`src/rtl/ext_irq_pkg.sv`:
```
// Shared encodings for the external interrupt block.
// Assumes: sense codes are fixed by the register layout that software uses.
package ext_irq_pkg;
    typedef enum logic [1:0] {
        SNS_LOW  = 2'b00,
        SNS_ANY  = 2'b01,
        SNS_FALL = 2'b10,
        SNS_RISE = 2'b11
    } sense_e;

    typedef enum logic [1:0] {
        PWR_RUN   = 2'b00,
        PWR_SLEEP = 2'b01,
        PWR_START = 2'b10
    } pwr_e;
endpackage

```
`src/rtl/ext_irq_sync_edge.sv`:
```
// Pin synchronizer and edge history for one input, clocked by the gated I/O clock.
// Assumes: SYNC_STAGES >= 2; clk_en_i low models a stopped I/O clock.
// valid_o is low until every history flop holds a sample taken after the
// last clock restart, so stale pre-sleep values never look like an edge.
module ext_irq_sync_edge #(
    parameter int SYNC_STAGES = 2
) (
    input  logic clk,
    input  logic rst_n,
    input  logic clk_en_i,
    input  logic pin_i,
    output logic cur_o,
    output logic prev_o,
    output logic valid_o
);
    localparam int WARM_W = SYNC_STAGES + 1;

    logic [SYNC_STAGES-1:0] sync_q;
    logic                   prev_q;
    logic [WARM_W-1:0]      warm_q;

    // Shift the pin through the synchronizer while the I/O clock runs.
    always_ff @(posedge clk) begin
        if (!rst_n) begin
            sync_q <= '1;
            prev_q <= 1'b1;
        end else if (clk_en_i) begin
            sync_q <= {sync_q[SYNC_STAGES-2:0], pin_i};
            prev_q <= sync_q[SYNC_STAGES-1];
        end
    end

    // Count fresh samples since the clock last restarted.
    always_ff @(posedge clk) begin
        if (!rst_n || !clk_en_i) begin
            warm_q <= '0;
        end else begin
            warm_q <= {warm_q[WARM_W-2:0], 1'b1};
        end
    end

    assign cur_o   = sync_q[SYNC_STAGES-1];
    assign prev_o  = prev_q;
    assign valid_o = warm_q[WARM_W-1] & clk_en_i;
endmodule

```
`src/rtl/ext_irq_channel.sv`:
```
// One interrupt input: sense decode, sticky edge flag and request output.
// Assumes: run_i gates requests while asleep or starting up; the level path
// is combinational from the pin so it works with the I/O clock stopped.
module ext_irq_channel
    import ext_irq_pkg::*;
#(
    parameter int SYNC_STAGES = 2
) (
    input  logic       clk,
    input  logic       rst_n,
    input  logic       clk_en_i,
    input  logic       run_i,
    input  logic       pin_i,
    input  logic [1:0] sense_i,
    input  logic       en_i,
    input  logic       w1c_i,
    input  logic       ack_i,
    output logic       flag_o,
    output logic       irq_o,
    output logic       level_low_o
);
    sense_e mode;
    logic   cur, prev, hist_ok;
    logic   hit, set_flag;
    logic   flag_q;

    assign mode = sense_e'(sense_i);

    ext_irq_sync_edge #(.SYNC_STAGES(SYNC_STAGES)) u_sync (
        .clk      (clk),
        .rst_n    (rst_n),
        .clk_en_i (clk_en_i),
        .pin_i    (pin_i),
        .cur_o    (cur),
        .prev_o   (prev),
        .valid_o  (hist_ok)
    );

    // Decide whether the synchronized history matches the selected edge.
    always_comb begin
        case (mode)
            SNS_ANY:  hit = cur ^ prev;
            SNS_FALL: hit = prev & ~cur;
            SNS_RISE: hit = ~prev & cur;
            default:  hit = 1'b0;
        endcase
    end

    assign set_flag = hit & hist_ok;

    // Sticky flag: a new edge wins over a clear in the same cycle.
    always_ff @(posedge clk) begin
        if (!rst_n) begin
            flag_q <= 1'b0;
        end else if (set_flag) begin
            flag_q <= 1'b1;
        end else if (w1c_i || ack_i) begin
            flag_q <= 1'b0;
        end
    end

    assign level_low_o = en_i & (mode == SNS_LOW) & ~pin_i;
    assign flag_o      = flag_q;
    assign irq_o       = run_i & ((mode == SNS_LOW) ? level_low_o : (en_i & flag_q));
endmodule

```
`src/rtl/ext_irq_wake_ctrl.sv`:
```
// Sleep/wake sequencer with a programmable start-up down-counter.
// Assumes: the only wake source modelled is the level request from the
// channels; DLY_3 is the largest delay and sizes the counter.
module ext_irq_wake_ctrl
    import ext_irq_pkg::*;
#(
    parameter int DLY_1 = 4,
    parameter int DLY_2 = 64,
    parameter int DLY_3 = 1024
) (
    input  logic       clk,
    input  logic       rst_n,
    input  logic       sleep_req_i,
    input  logic       wake_req_i,
    input  logic [1:0] dly_sel_i,
    output logic       run_o,
    output logic       io_clk_en_o,
    output logic       asleep_o
);
    localparam int CNT_W = (DLY_3 > 2) ? $clog2(DLY_3) : 1;

    pwr_e             state_q;
    logic [CNT_W-1:0] cnt_q;
    logic [CNT_W-1:0] load_val;

    // Counter preload is the delay minus one, so START lasts exactly D clocks.
    always_comb begin
        case (dly_sel_i)
            2'd1:    load_val = CNT_W'(DLY_1 - 1);
            2'd2:    load_val = CNT_W'(DLY_2 - 1);
            2'd3:    load_val = CNT_W'(DLY_3 - 1);
            default: load_val = '0;
        endcase
    end

    // Power state transitions and start-up countdown.
    always_ff @(posedge clk) begin
        if (!rst_n) begin
            state_q <= PWR_RUN;
            cnt_q   <= '0;
        end else begin
            case (state_q)
                PWR_RUN: begin
                    if (sleep_req_i) state_q <= PWR_SLEEP;
                end
                PWR_SLEEP: begin
                    if (wake_req_i) begin
                        if (dly_sel_i == 2'd0) begin
                            state_q <= PWR_RUN;
                        end else begin
                            state_q <= PWR_START;
                            cnt_q   <= load_val;
                        end
                    end
                end
                PWR_START: begin
                    if (cnt_q == '0) state_q <= PWR_RUN;
                    else             cnt_q   <= cnt_q - 1'b1;
                end
                default: state_q <= PWR_RUN;
            endcase
        end
    end

    assign run_o       = (state_q == PWR_RUN);
    assign asleep_o    = (state_q == PWR_SLEEP);
    assign io_clk_en_o = ~asleep_o;
endmodule

```
`src/rtl/ext_irq_ctrl.sv`:
```
// Top level: replicated interrupt channels plus the wake sequencer.
// Assumes: pins may change at any time; control inputs are synchronous to clk.
module ext_irq_ctrl #(
    parameter int NUM_IN      = 2,
    parameter int SYNC_STAGES = 2,
    parameter int DLY_1       = 4,
    parameter int DLY_2       = 64,
    parameter int DLY_3       = 1024
) (
    input  logic                clk,
    input  logic                rst_n,
    input  logic [NUM_IN-1:0]   pin_i,
    input  logic [2*NUM_IN-1:0] sense_i,
    input  logic [NUM_IN-1:0]   en_i,
    input  logic [NUM_IN-1:0]   flag_w1c_i,
    input  logic [NUM_IN-1:0]   ack_i,
    input  logic                sleep_req_i,
    input  logic [1:0]          startup_sel_i,
    output logic [NUM_IN-1:0]   irq_o,
    output logic [NUM_IN-1:0]   flag_o,
    output logic                wake_o,
    output logic                run_o,
    output logic                io_clk_o
);
    logic [NUM_IN-1:0] level_low;
    logic              io_clk_en, asleep, running;

    for (genvar i = 0; i < NUM_IN; i++) begin : g_ch
        ext_irq_channel #(.SYNC_STAGES(SYNC_STAGES)) u_ch (
            .clk         (clk),
            .rst_n       (rst_n),
            .clk_en_i    (io_clk_en),
            .run_i       (running),
            .pin_i       (pin_i[i]),
            .sense_i     (sense_i[2*i +: 2]),
            .en_i        (en_i[i]),
            .w1c_i       (flag_w1c_i[i]),
            .ack_i       (ack_i[i]),
            .flag_o      (flag_o[i]),
            .irq_o       (irq_o[i]),
            .level_low_o (level_low[i])
        );
    end

    ext_irq_wake_ctrl #(.DLY_1(DLY_1), .DLY_2(DLY_2), .DLY_3(DLY_3)) u_wake (
        .clk         (clk),
        .rst_n       (rst_n),
        .sleep_req_i (sleep_req_i),
        .wake_req_i  (|level_low),
        .dly_sel_i   (startup_sel_i),
        .run_o       (running),
        .io_clk_en_o (io_clk_en),
        .asleep_o    (asleep)
    );

    assign wake_o   = asleep & (|level_low);
    assign run_o    = running;
    assign io_clk_o = io_clk_en;
endmodule

```
`config.mk`:
```
export PLATFORM = sky130hd
export DESIGN_NAME = ext_irq_ctrl
export DESIGN_NICKNAME = d
export VERILOG_FILES = /design/src/rtl/ext_irq_pkg.sv /design/src/rtl/ext_irq_sync_edge.sv /design/src/rtl/ext_irq_channel.sv /design/src/rtl/ext_irq_wake_ctrl.sv /design/src/rtl/ext_irq_ctrl.sv
export SDC_FILE = /design/constraint.sdc
export NUM_CORES = 1
export LEC_CHECK = 0
export BUFFER_PORTS_ARGS = -buffer_cell sky130_fd_sc_hd__buf_4
export CORE_MARGIN = 3
export CORE_UTILIZATION = 35
export CTS_CLUSTER_DIAMETER = 100
export CTS_CLUSTER_SIZE = 12
export DETAILED_ROUTE_END_ITERATION = 8
export PLACE_DENSITY = 0.54
export SYNTH_ARGS = -nofsm -noshare
export SYNTH_HDL_FRONTEND = slang
export SYNTH_SLANG_ARGS = --single-unit
export TNS_END_PERCENT = 50
```
`constraint.sdc`:
```
create_clock -name clk -period 2.2 [get_ports clk]
set_clock_uncertainty 0.2 [all_clocks]
set_input_delay 0 -clock clk [delete_from_list [all_inputs] [get_ports clk]]
set_output_delay 0 -clock clk [all_outputs]
set_load 0.01 [all_outputs]
```
==> flow_metrics.tcl <==
set metrics [dict create \
    status "completed" \
    hold_viol_final 0 \
    avgSynthCellArea_um2 8.412 \
    grt_pass1_wl_um 5361 \
    power_density_nw_per_um2 519.8 \
    globalRouteMet1Util_pct 17.95 \
    coreArea_um2 3495 \
    final_core_util_pct 48.91 \
    cap_violations 0 \
    die-area_um2 4600 \
    critPathRequiredTime_ps 2160 \
    rows 21 \
    h-tree-depth 1 \
    netlist_top_cells_area "dfxtp_1 34%, nand2_1 8.1%, ha_1 4.7%" \
    synth_common_cells "29 x nand2_1, 23 x dfxtp_1, 11 x nor2_1, 9 x inv_1, 7 x nand3_1" \
    ios 24 \
    clk_pin_slew_ps 90 \
    die_y_um 67.82 \
    clock-sinks 23 \
    syn_inst 159 \
    setup_tns_ps 0 \
    cts_root_buf "clkbuf_8" \
    synth_warnings 0 \
    grt_pass1_vias 1239 \
    fmax_mhz 483.1 \
    synthesis.nets 181 \
    totalPowerFinal_mw 0.8885 \
    cp_data_arrival_time_ps 2030 \
    die_x_um 67.82 \
    worstHoldPathType "primary input to flop" \
    ir_drop_mv 0.2034 \
    drc 0 \
    firstDrtPassIters 4 \
    intPower_mw 0.6508 \
    slew_headroom_pct 72.46 \
    clk-insertion-delay-late_ps 270 \
    power.switching_mw 0.2377 \
    port_buffers 23 \
    routed_via_density 5.135 \
    start_util_pct 38.27 \
    synth_top_area_cell "dfxtp_1" \
    drt_wl_total_um 3152 \
    ys_ff_latch 23 \
    wire_per_inst_um 13.30 \
    pwr-share-seq_pct 50.1 \
    syn_area_um2 1338 \
    ys_seq_area_share_pct 34.42 \
    tritoncts "yes" \
    track_usage_pct 15.38 \
    met3_usage_pct 2.627 \
    regArea_um2 460.4 \
    top_usage_layer "met2" \
    finalCritPeriodShare_pct 94.08 \
    swShare_pct 26.75 \
    ant_nets 0 \
    setup_violations 0 \
    clockBufferDepth 2 \
    power_frac_clock_pct 30.7 \
    globalplace.congestion 0.7682 \
    worst_setup_path_end_kind "flop" \
    n_antenna_cell 0 \
    crit_slowest_cell "dfxtp_1" \
    antenna_found_initial 0 \
    synth_cell_types 43 \
    rsz0062_at_grt "no" \
    via_count 1217 \
    nets 214 \
    placed_cell_area_um2 1529 \
    drt-initial-drc-count 63 \
    n_fill_cell 352 \
    tightestPinTransition_ps 410.9 \
    drive_gt1_share_pct 19.90 \
    cp_cell_sequence "inv_1 -> ha_1 -> nor3b_4 -> a31oi_2 -> nand2b_2 -> a32oi_1 -> nor2b_1" \
    slowest_delay_ps 360 \
    final_cell_area_um2 1709 \
    cts_made_buffers 3 \
    critPathBufInv 1 \
    start_kind "flop" \
    crit_type "flop to flop" \
    area_delta_synth_final_pct 27.78 \
    cts_setup_buffers 0 \
    power_frac_comb_pct 19.2 \
    drv_slew 0 \
    met2_usage_pct 27.22 \
    async_flop_share_pct 0 \
    hpwl_um 2275 \
    grt_max_degree 26 \
    critical_path.top_delay_family "simple AND/OR/NAND/NOR gates" \
    overflow 0 \
    yosys.cell_count.top_type "nand2_1" \
    crit_path_max_fanout 9 \
    synth-edff-count 0 \
    multi_input_area_um2 790.8 \
    p_leak_nw 0.7754 \
    yosys_most_used_dff "dfxtp_1" \
    min_period_ps 2070 \
    synth_top_area_share_pct 34.42 \
]
## power groups by stage
stage          clock network (mW)  logic [mW]  registers [mW]
6_report                    0.273       0.171           0.445
5_1_grt                     0.296       0.189           0.447
4_1_cts                     0.278       0.169           0.445
3_5_place_dp                    0       0.152           0.455
3_3_place_gp                    0       0.149           0.454
2_1_floorplan                   0      0.0932           0.452
## metal layers
layer | vias to the layer above | part of all wire [%]
met5 | - | 0
met2 | 25 | 49
met1 | 577 | 45
met4 | 0 | 1.6
met3 | 4 | 4.6
li1 | 611 | -
## area by class of cell
| class | instances | share of cell area (%) |
|---|---|---|
| clock buffer | 4 | 2.635 |
| inverter | 9 | 1.977 |
| multi-input combinational | 117 | 46.27 |
| sequential | 23 | 26.94 |
| tap | 46 | 3.367 |
| timing repair buffer | 38 | 18.81 |
## registers in the layout (all words and copies together), names as in the netlist
name                     cells
u_wake.cnt_q                10
g_ch.u_ch.u_sync.sync_q      4
g_ch.u_ch.u_sync.warm_q      3
g_ch.u_ch.flag_o             2
g_ch.u_ch.u_sync.prev_o      2
u_wake.state_q               2
## cells in the final DEF (no fill, tap or decap), types with 4 or more instances in the layout
master          n
and2_1          4
dfxtp_1        23
ha_1            5
o211ai_1        6
nor2_1         11
dlygate4sd3_1  11
nand2_1        29
buf_4          25
inv_1           9
a21oi_1         4
o21ai_0         5
nand3_1         7
## tightest hold or removal path: stages
cell      delay (ps)
buf_4            100
o21ai_0           70
o21ai_0           70
nand2_1           50
a21boi_1         150
## kinds of logic after synthesis
logic type      synth area share [%]
xor+xnor                       2.620
simple gates                   31.43
compound gates                 17.49
flops                          34.42
fa+ha+maj                      4.677
mux                            2.245
buf+inv                        7.109
## per-stage QoR
step	hold WS [ps]	setup slack, ps	instances
floorplan	-75.84	371.1	159
global placement	59.01	213.8	221
detailed placement	62.42	23.43	221
CTS	21.79	20.32	237
global route	38.19	10.27	237
finish	22.73	130.2	237
## worst paths after layout
kind,endpoint,cells after the start,startpoint,slack [ps]
setup / recovery,u_wake.cnt_q[3]$_SDFFE_PN0P_,7,u_wake.cnt_q[0]$_SDFFE_PN0P_,130
hold / removal,u_wake.cnt_q[1]$_SDFFE_PN0P_,5,startup_sel_i[1],20
setup reg to reg,u_wake.cnt_q[3]$_SDFFE_PN0P_,7,u_wake.cnt_q[0]$_SDFFE_PN0P_,130
hold reg to reg,g_ch[1].u_ch.u_sync.warm_q[2]$_SDFF_PN0_,1,g_ch[0].u_ch.u_sync.warm_q[1]$_SDFF_PN0_,260
## repair_timing
item	4_1_cts	5_1_grt
endpoints found under the setup margin	0	10
gates resized for setup	0	4
hold buffers	12	0
hold endpoints to repair	23	0
(Power assumes the default switching activity.)
